===== src/rtl/dma_arb_pkg.sv =====
package dma_arb_pkg;
   // Implementation choice for the lowest-index pick logic.
   typedef enum logic {
      PICK_SCAN    = 1'b0,
      PICK_ISOLATE = 1'b1
   } pick_style_e;

   // Ownership state of the engine.
   typedef enum logic {
      ARB_IDLE = 1'b0,
      ARB_HOLD = 1'b1
   } arb_state_e;
endpackage


===== src/rtl/dma_arb_pick.sv =====
// Lowest-index picker: returns a one-hot of the lowest set bit and its index.
module dma_arb_pick
   import dma_arb_pkg::*;
#(
   parameter int          WIDTH = 8,
   parameter pick_style_e STYLE = PICK_ISOLATE,
   localparam int         IW    = (WIDTH > 1) ? $clog2(WIDTH) : 1
) (
   input  logic [WIDTH-1:0] vec_i,
   output logic             any_o,
   output logic [WIDTH-1:0] onehot_o,
   output logic [IW-1:0]    idx_o
);

   if (WIDTH < 1) begin : g_bad_width
      $error("dma_arb_pick: WIDTH must be at least 1");
   end

   assign any_o = |vec_i;

   if (STYLE == PICK_SCAN) begin : g_scan
      // Walk from the top so that the lowest set bit is written last.
      always_comb begin
         onehot_o = '0;
         idx_o    = '0;
         for (int i = WIDTH - 1; i >= 0; i--) begin
            if (vec_i[i]) begin
               onehot_o    = '0;
               onehot_o[i] = 1'b1;
               idx_o       = IW'(i);
            end
         end
      end
   end else begin : g_isolate
      // Two's-complement trick isolates the lowest set bit, then OR-encode.
      assign onehot_o = vec_i & (~vec_i + WIDTH'(1));
      always_comb begin
         idx_o = '0;
         for (int i = 0; i < WIDTH; i++) begin
            if (onehot_o[i]) idx_o = idx_o | IW'(i);
         end
      end
   end

endmodule


===== src/rtl/dma_arb_tier_sel.sv =====
// Two-tier winner selection: the urgent tier first, lowest index inside a tier.
module dma_arb_tier_sel
   import dma_arb_pkg::*;
#(
   parameter int          NUM_CH = 8,
   parameter pick_style_e STYLE  = PICK_ISOLATE,
   localparam int         IDX_W  = (NUM_CH > 1) ? $clog2(NUM_CH) : 1
) (
   input  logic [NUM_CH-1:0] elig_i,
   input  logic [NUM_CH-1:0] urgent_i,
   output logic              any_o,
   output logic [NUM_CH-1:0] onehot_o,
   output logic [IDX_W-1:0]  idx_o
);

   logic [NUM_CH-1:0] hi_vec, lo_vec;
   logic              hi_any, lo_any;
   logic [NUM_CH-1:0] hi_oh, lo_oh;
   logic [IDX_W-1:0]  hi_idx, lo_idx;

   assign hi_vec = elig_i & urgent_i;
   assign lo_vec = elig_i & ~urgent_i;

   dma_arb_pick #(.WIDTH(NUM_CH), .STYLE(STYLE)) u_pick_hi (
      .vec_i    (hi_vec),
      .any_o    (hi_any),
      .onehot_o (hi_oh),
      .idx_o    (hi_idx)
   );

   dma_arb_pick #(.WIDTH(NUM_CH), .STYLE(STYLE)) u_pick_lo (
      .vec_i    (lo_vec),
      .any_o    (lo_any),
      .onehot_o (lo_oh),
      .idx_o    (lo_idx)
   );

   assign any_o    = hi_any | lo_any;
   assign onehot_o = hi_any ? hi_oh  : lo_oh;
   assign idx_o    = hi_any ? hi_idx : lo_idx;

endmodule


===== src/rtl/dma_arb_burst_ctr.sv =====
// Counts the transfers left in a burst of 2^R, with R clamped to MAX_EXP.
module dma_arb_burst_ctr #(
   parameter int  EXP_W   = 4,
   parameter int  MAX_EXP = 10,
   localparam int CNT_W   = (MAX_EXP < 1) ? 1 : MAX_EXP
) (
   input  logic             clk,
   input  logic             rst_n,
   input  logic             load_i,
   input  logic [EXP_W-1:0] exp_i,
   input  logic             step_i,
   output logic             last_o
);

   if (((1 << EXP_W) - 1) < MAX_EXP) begin : g_bad_exp_w
      $error("dma_arb_burst_ctr: EXP_W too narrow for MAX_EXP");
   end
   if (MAX_EXP > 20) begin : g_bad_max
      $error("dma_arb_burst_ctr: MAX_EXP above 20 not supported");
   end

   logic [EXP_W-1:0] exp_eff;
   logic [CNT_W-1:0] remain_q;   // transfers left minus one

   assign exp_eff = (exp_i > EXP_W'(MAX_EXP)) ? EXP_W'(MAX_EXP) : exp_i;

   always_ff @(posedge clk or negedge rst_n) begin
      if (!rst_n) begin
         remain_q <= '0;
      end else if (load_i) begin
         remain_q <= CNT_W'((32'd1 << exp_eff) - 32'd1);
      end else if (step_i && (remain_q != '0)) begin
         remain_q <= remain_q - CNT_W'(1);
      end
   end

   assign last_o = (remain_q == '0);

endmodule


===== src/rtl/dma_tier_arbiter.sv =====
module dma_tier_arbiter
   import dma_arb_pkg::*;
#(
   parameter int          NUM_CH     = 8,
   parameter int          EXP_W      = 4,
   parameter int          MAX_EXP    = 10,
   parameter pick_style_e PICK_STYLE = PICK_ISOLATE,
   localparam int         IDX_W      = (NUM_CH > 1) ? $clog2(NUM_CH) : 1
) (
   input  logic                    clk,
   input  logic                    rst_n,
   input  logic [NUM_CH-1:0]       req_i,
   input  logic [NUM_CH-1:0]       en_i,
   input  logic [NUM_CH-1:0]       urgent_i,
   input  logic [NUM_CH*EXP_W-1:0] burst_exp_i,
   input  logic                    xfer_done_i,
   input  logic [NUM_CH-1:0]       cyc_end_i,
   output logic [NUM_CH-1:0]       grant_o,
   output logic [IDX_W-1:0]        grant_idx_o,
   output logic                    grant_valid_o
);

   if (NUM_CH < 2) begin : g_bad_nch
      $error("dma_tier_arbiter: NUM_CH must be at least 2");
   end

   arb_state_e        state_q;
   logic [NUM_CH-1:0] grant_q;
   logic [IDX_W-1:0]  idx_q;

   logic [NUM_CH-1:0] elig;
   logic              win_any;
   logic [NUM_CH-1:0] win_oh;
   logic [IDX_W-1:0]  win_idx;
   logic [EXP_W-1:0]  win_exp;
   logic              burst_last;
   logic              owner_end;
   logic              rearb;

   assign elig = req_i & en_i;

   dma_arb_tier_sel #(.NUM_CH(NUM_CH), .STYLE(PICK_STYLE)) u_sel (
      .elig_i   (elig),
      .urgent_i (urgent_i),
      .any_o    (win_any),
      .onehot_o (win_oh),
      .idx_o    (win_idx)
   );

   assign win_exp = burst_exp_i[win_idx*EXP_W +: EXP_W];

   // Boundary of the current ownership: burst used up, cycle over, or enable lost.
   assign owner_end = (state_q == ARB_HOLD) &&
                      (!en_i[idx_q] || cyc_end_i[idx_q] || (xfer_done_i && burst_last));
   assign rearb     = (state_q == ARB_IDLE) || owner_end;

   dma_arb_burst_ctr #(.EXP_W(EXP_W), .MAX_EXP(MAX_EXP)) u_burst (
      .clk    (clk),
      .rst_n  (rst_n),
      .load_i (rearb && win_any),
      .exp_i  (win_exp),
      .step_i ((state_q == ARB_HOLD) && xfer_done_i && !rearb),
      .last_o (burst_last)
   );

   always_ff @(posedge clk or negedge rst_n) begin
      if (!rst_n) begin
         state_q <= ARB_IDLE;
         grant_q <= '0;
         idx_q   <= '0;
      end else if (rearb) begin
         if (win_any) begin
            state_q <= ARB_HOLD;
            grant_q <= win_oh;
            idx_q   <= win_idx;
         end else begin
            state_q <= ARB_IDLE;
            grant_q <= '0;
            idx_q   <= '0;
         end
      end
   end

   assign grant_o       = grant_q;
   assign grant_idx_o   = idx_q;
   assign grant_valid_o = (state_q == ARB_HOLD);

endmodule


===== config.mk =====
export PLATFORM = sky130hd
export DESIGN_NAME = dma_tier_arbiter
export DESIGN_NICKNAME = d
export VERILOG_FILES = /design/src/rtl/dma_arb_pkg.sv /design/src/rtl/dma_arb_pick.sv /design/src/rtl/dma_arb_tier_sel.sv /design/src/rtl/dma_arb_burst_ctr.sv /design/src/rtl/dma_tier_arbiter.sv
export SDC_FILE = /design/constraint.sdc
export NUM_CORES = 1
export LEC_CHECK = 0
export BUFFER_PORTS_ARGS = -buffer_cell sky130_fd_sc_hd__buf_4
export CAP_MARGIN = 0
export CORE_MARGIN = 8
export CORE_UTILIZATION = 51
export CTS_CLUSTER_DIAMETER = 60
export CTS_CLUSTER_SIZE = 25
export DETAILED_ROUTE_END_ITERATION = 8
export PLACE_DENSITY_LB_ADDON = 0.15
export SYNTH_ARGS = -nofsm -noshare
export SYNTH_HDL_FRONTEND = slang
export SYNTH_SLANG_ARGS = --single-unit

===== constraint.sdc =====
create_clock -name clk -period 4.7 [get_ports clk]
set_clock_uncertainty 0.15 [all_clocks]
set_input_delay 0.705 -clock clk [delete_from_list [all_inputs] [get_ports clk]]
set_output_delay 0.705 -clock clk [all_outputs]
set_load 0.02 [all_outputs]

### After elaboration in Yosys (flattened, before gate mapping)

Index checks and enable logic that the tools add are counted.
Widths: inputs -> output; s select.

| storage, ports and cells | value |
|---|---|
| flip-flop bits (word level) | 22 |
| bits of input ports | 67 |
| output and inout port bits | 12 |
| word-level logic and storage cells | 64 |

| cells by class | value |
|---|---|
| add/subtract/negate cells | 4 |
| $lt $le $gt $ge | 2 |
| shift-type cells | 2 |
| mux-type cells | 26 |
| bitwise logic cells | 10 |
| reductions and logical operators | 16 |

Operators by type and width:

| kind | number |
|---|---|
| $and 8x8->8 | 5 |
| $shiftx 32x6->4 | 1 |
| $mux 3 | 10 |
| $not 8->8 | 3 |
| $mux 10 | 2 |
| $sub 10x1->10 const B | 2 |
| $add 8x1->8 const B | 2 |
| $mux 8 | 2 |
| $reduce_or 8->1 | 2 |
| $logic_not 10->1 | 1 |
| $reduce_bool 10->1 | 1 |
| $shl 1x4->10 const A | 1 |
| $mux 2 | 4 |
| $bmux 1 s3 | 2 |
| $logic_and 1x1->1 | 6 |
| $mux 1 | 5 |
| $gt 4x4->1 const B | 1 |
| $lt 3x4->1 const B | 1 |
| $mux 4 | 1 |
| $logic_or 1x1->1 | 3 |
| $logic_not 1->1 | 2 |
| $reduce_bool 2->1 | 1 |
| $not 1->1 | 1 |
| $or 1x1->1 | 1 |

### Longest topological paths before layout

| depth | value |
|---|---|
| word-level depth | 19 |
| mapped depth | 15 |
| depth with buffers taken out | 14 |

### Modules after synthesis

A second synthesis with hierarchy kept.

| unflattened totals | value |
|---|---|
| cell total of the unflattened synthesis | 262 |
| area, all modules | 2351.0 um^2 |

By module, submodules not included:

| module | instances | cells each | area each (um^2) | seq. area each (um^2) |
|---|---|---|---|---|
| dma_tier_arbiter | 1 | 86 | 940.9 | 300.3 |
| dma_arb_burst_ctr | 1 | 99 | 842.1 | 250.2 |
| dma_arb_pick | 2 | 24 | 146.4 | 0.0 |
| dma_arb_tier_sel | 1 | 29 | 275.3 | 0.0 |

### Least setup slack after synthesis

Ideal clock, no wire load.

| path | value |
|---|---|
| path kind | in2reg |
| start point | in req_i[0] |
| end point | reg u_burst.remain_q[4] |
| library setup time | 0.136 ns |
| data arrival time | 4.019 ns |
| required time | 4.414 ns |
| slack | 0.394 ns |
| stages on the path | 14 |
| buffers on the path | 1 |
| cell sequence | and3b_2 or4_1 o311ai_4 o21a_1 buf_6 mux4_1 mux2i_1 nor2_1 a22oi_1 ha_1 a21boi_0 o21ai_0 xnor2_1 mux2i_1 |

| on the way | value |
|---|---|
| cells in the longest elaborated chain, start to end | 19 |
| elaborated cells between the ends (all ways) | 35 |
| classes of those cells | add/sub: 3; order compare: 1; shift: 2; mux: 17; bitwise: 8; reduce/logical: 4 |

Ends and longest elaborated chain:

| what | RTL line | text |
|---|---|---|
| from (decl) | dma_tier_arbiter.sv:12 | `input logic [NUM_CH-1:0] req_i,` |
| $and 8x8->8 (*) | dma_tier_arbiter.sv:40 | `assign elig = req_i & en_i;` |
| $and 8x8->8 (on tied branches) | dma_arb_tier_sel.sv:22, dma_arb_tier_sel.sv:21 |  |
| $not 8->8 | dma_arb_pick.sv:36 | `assign onehot_o = vec_i & (~vec_i + WIDTH'(1));` |
| $add 8x1->8 | dma_arb_pick.sv:36 |  |
| $and 8x8->8 | dma_arb_pick.sv:36 |  |
| $mux 1 | dma_arb_pick.sv:40 | `if (onehot_o[i]) idx_o = idx_o \| IW'(i);` |
| $mux 2 (2 in a row) | dma_arb_pick.sv:40 |  |
| $mux 3 (4 in a row) | dma_arb_pick.sv:40 |  |
| $mux 3 | dma_arb_tier_sel.sv:40 | `assign idx_o = hi_any ? hi_idx : lo_idx;` |
| $shiftx 32x6->4 | dma_tier_arbiter.sv:50 | `assign win_exp = burst_exp_i[win_idx*EXP_W +: EXP_W];` |
| $gt 4x4->1 | dma_arb_burst_ctr.sv:25 | `assign exp_eff = (exp_i > EXP_W'(MAX_EXP)) ? EXP_W'(MAX_EXP) : exp_i;` |
| $mux 4 | dma_arb_burst_ctr.sv:25 |  |
| $shl 1x4->10 | dma_arb_burst_ctr.sv:31 | `remain_q <= CNT_W'((32'd1 << exp_eff) - 32'd1);` |
| $sub 10x1->10 | dma_arb_burst_ctr.sv:31 |  |
| $mux 10 | dma_arb_burst_ctr.sv:30 | `end else if (load_i) begin` |
| to (signal assigned) | dma_arb_burst_ctr.sv:31 |  |
| to (signal assigned) | dma_arb_burst_ctr.sv:33 | `remain_q <= remain_q - CNT_W'(1);` |
| to (decl) | dma_arb_burst_ctr.sv:23 | `logic [CNT_W-1:0] remain_q;` |

Every way passes the cells marked *; elsewhere a longest branch is shown, timed or not.
A chain may end at the register's enable or synchronous reset.

### Worst setup path in the final report

| path | value |
|---|---|
| start point | in req_i[0] |
| end point | reg u_burst.remain_q[8] |

The elaborated chain is that of the path after synthesis.

==> flow_summary.toml <==
[status]
status = "completed"

[power_and_ir_drop]
max-vdd-ir-drop_mv = 0.206
combPwrFrac_pct = 61.6
intPower_uw = 758
leakagePower_nw = 1.34
power_mw = 1.34
seqPwrFrac_pct = 25.4
p_sw_share_pct = 43.5
p_sw_uw = 584
p_clk_share_pct = 13.0
p_per_area_mw_per_mm2 = 446

[clock_network]
numCtsBuffers = 3
path_clk_slew_ns = 0.08
cts_resized = 0
clockRootBuffer = "clkbuf_8"
hold_buffers = 0
postCtsSetupBuffers = 0
worstSkewPairLatency_ns = 0.26
cts-htree-levels = 1
cts_max_path_buffers = 2
cts_sinks = 22
cts_tree = "built"

[global_routing]
grt-ovfl-total = 0
antenna_found_initial = 0
grt_usage_pct = 21.5
grt_start_max_net_pins = 23
grt_pass1_wl_um = 11700
grt_pass1_vias = 2432

[floorplanning]
die_y_um = 82.5
core_mm2 = 0.00429
ioPinCount = 79
die_w_um = 82.5
initial_core_util_pct = 52.5
rows = 24
die-area_mm2 = 0.00680

[drt]
first_pass_iters = 5
wl_met1_um = 3010
via_per_inst = 6.30
routedWlPerCell_um = 17.6
drt_iter0_markers = 274
wl_met3_um = 520
met2_length_um = 3500
ant_nets = 0
vias = 2545
top_layer_used = "met4"
wl_um = 7110
drc = 0

[worst_hold_path]
hold_class = "in -> async"

[cells_and_area]
syn_to_final_growth_pct = 33.5
drive_above_1_share_pct = 31.8
fillers = 371
final_nets = 421
diodes = 0
multiInputGateArea_mm2 = 0.00166
seqCellArea_um2 = 551
final_cells = 404

[synth]
avgSynthCellArea_um2 = 8.44
synthArstFlopShare_pct = 100
synth_ff_type = "dfrtp_1"
ys_seq_elements = 22
yosysWarnings = 0
synth_area_mm2 = 0.00225
synth_cell_types = 62
syn_nets = 335
syn_inst = 267
synth_edf_count = 0
ys_seq_area_share_pct = 24.4

[sta]
period_needed_ns = 4.29
finalSetupTns_ns = 0
slew_violations = 0
holdWs_ns = 0.168
finalHoldViolCount = 0
fmax_ghz = 0.233
tightest_slew_ns = 0.512
setup_viol = 0
rsz0062_at_grt = "no"
fin_ws_ns = 0.415
relSlewSlack_pct = 65.9
min_period_over_period_pct = 91.2

[worst_setup_path]
max_stage_delay_ns = 0.61
critPathSlowestCell = "or4_1"
worstSetupPathType = "in -> reg"
critPathMaxFanout = 7
critical_path_arrival_ns = 4.27
path_cells = "buf_4 > and3b_2 > or4_1 > o311ai_4 > o21a_1 > buf_4 > nor4_1 > a221o_1 > nor2_1 > nor2_1 > a22oi_1 > ha_1 > a21boi_0 > o2111ai_1 > xor2_1 > mux2i_1"
startpoint_type = "input pin"
cp-end-kind = "register"
critPathRequiredTime_ns = 4.69

[run]
drv_cap = 0

[place]
pre_cts_slack_ns = 0.209
dp.cells = 400
numPortBuffers = 78
dp.final_hpwl_um = 5800
gp_congestion = 0.933
[metrics by stage]
stage               utilization [%]  area, µm²
finish                         70.1       3010
global placement               68.4       2940
detailed placement             68.4       2940
global route                   70.1       3010
CTS                            70.1       3010
floorplan                         -       2250
[power groups by stage]
stage               sequential, mW  clock, mW  combinational [mW]
global route                 0.354      0.184               0.904
floorplan                    0.371          0               0.523
global placement             0.340          0               0.803
finish                       0.341      0.175               0.826
CTS                          0.340      0.178               0.817
detailed placement           0.344          0               0.810
[cells in the mapped netlist, drive strengths merged, types with 6 or more instances]
cell | number | area share (%)
nor2 | 30 | 5.0
dfrtp | 22 | 24
nand2 | 21 | 3.5
o21ai | 21 | 4.7
nand3 | 17 | 3.8
nand2b | 15 | 4.2
a21oi | 11 | 2.4
nand4 | 10 | 3.1
mux2 | 8 | 4.2
mux2i | 8 | 3.6
nand3b | 7 | 2.3
mux4 | 6 | 6.3
[path summary, 6_finish.rpt]
check | startpoint | endpoint | slack (ns) | cells past startpoint
worst min register to register | grant_o[5] | grant_o[5] | 0.36 | 1
max in group asynchronous | rst_n | u_burst.remain_q[7] | 4.01 | 1
worst max-delay path | req_i[0] | u_burst.remain_q[8] | 0.41 | 16
min in group clk | grant_o[5] | grant_o[5] | 0.36 | 1
worst min-delay path | rst_n | grant_o[7] | 0.17 | 1
worst max register to register | u_burst.remain_q[1] | u_burst.remain_q[8] | 0.96 | 10
[area by class of cell]
class	instances	share of cell area, %
Sequential cell	22	18.3
Inverter	5	0.624
Tap cell	52	2.16
Timing Repair Buffer	86	21.5
Clock buffer	3	1.37
Clock inverter	1	0.998
Multi-Input combinational cell	235	55.1
[placed cells by master (no fill, tap or decap), types with 7 or more instances in the layout]
cell type	synthesis	final
nand3b_1	7	7
nor2_1	30	30
nand2_1	21	21
nand4_1	9	9
nand3_1	17	17
buf_4	0	86
o21ai_0	19	19
mux2_2	7	7
a21oi_1	11	11
dfrtp_1	22	22
nand2b_1	15	15
mux2i_1	8	8
[flip-flops by register name, indices dropped and copies added, names as in the netlist]
name              cells
grant_idx_o           3
u_burst.remain_q     10
grant_o               8
grant_valid_o         1
[cell families after synthesis]
group / after synthesis / share of synthesized area (%)
AOI/OAI and AO/OA: 73 / 23.3
buffers and inverters: 10 / 2.00
DFF: 22 / 24.4
and+or+nand+nor: 132 / 32.9
xor gates and xnor gates: 7 / 2.72
adders and majority gates: 1 / 0.555
muxes: 22 / 14.0
[layer usage]
layer	up-vias	GRT usage [%]
li1	1215	-
met1	1189	28.6
met2	127	36.3
met3	14	2.27
met4	0	5.26
met5	-	0
[critical path: cells and delay by family]
kind,cells,cell delay (ns)
buffers and inverters,2,0.31
xor gates and xnor gates,1,0.19
adders and majority gates,1,0.22
muxes,1,0.09
and+or+nand+nor,5,1.13
AOI/OAI and AO/OA,6,1.62
Note: power is estimated with default switching activity, not from simulation.
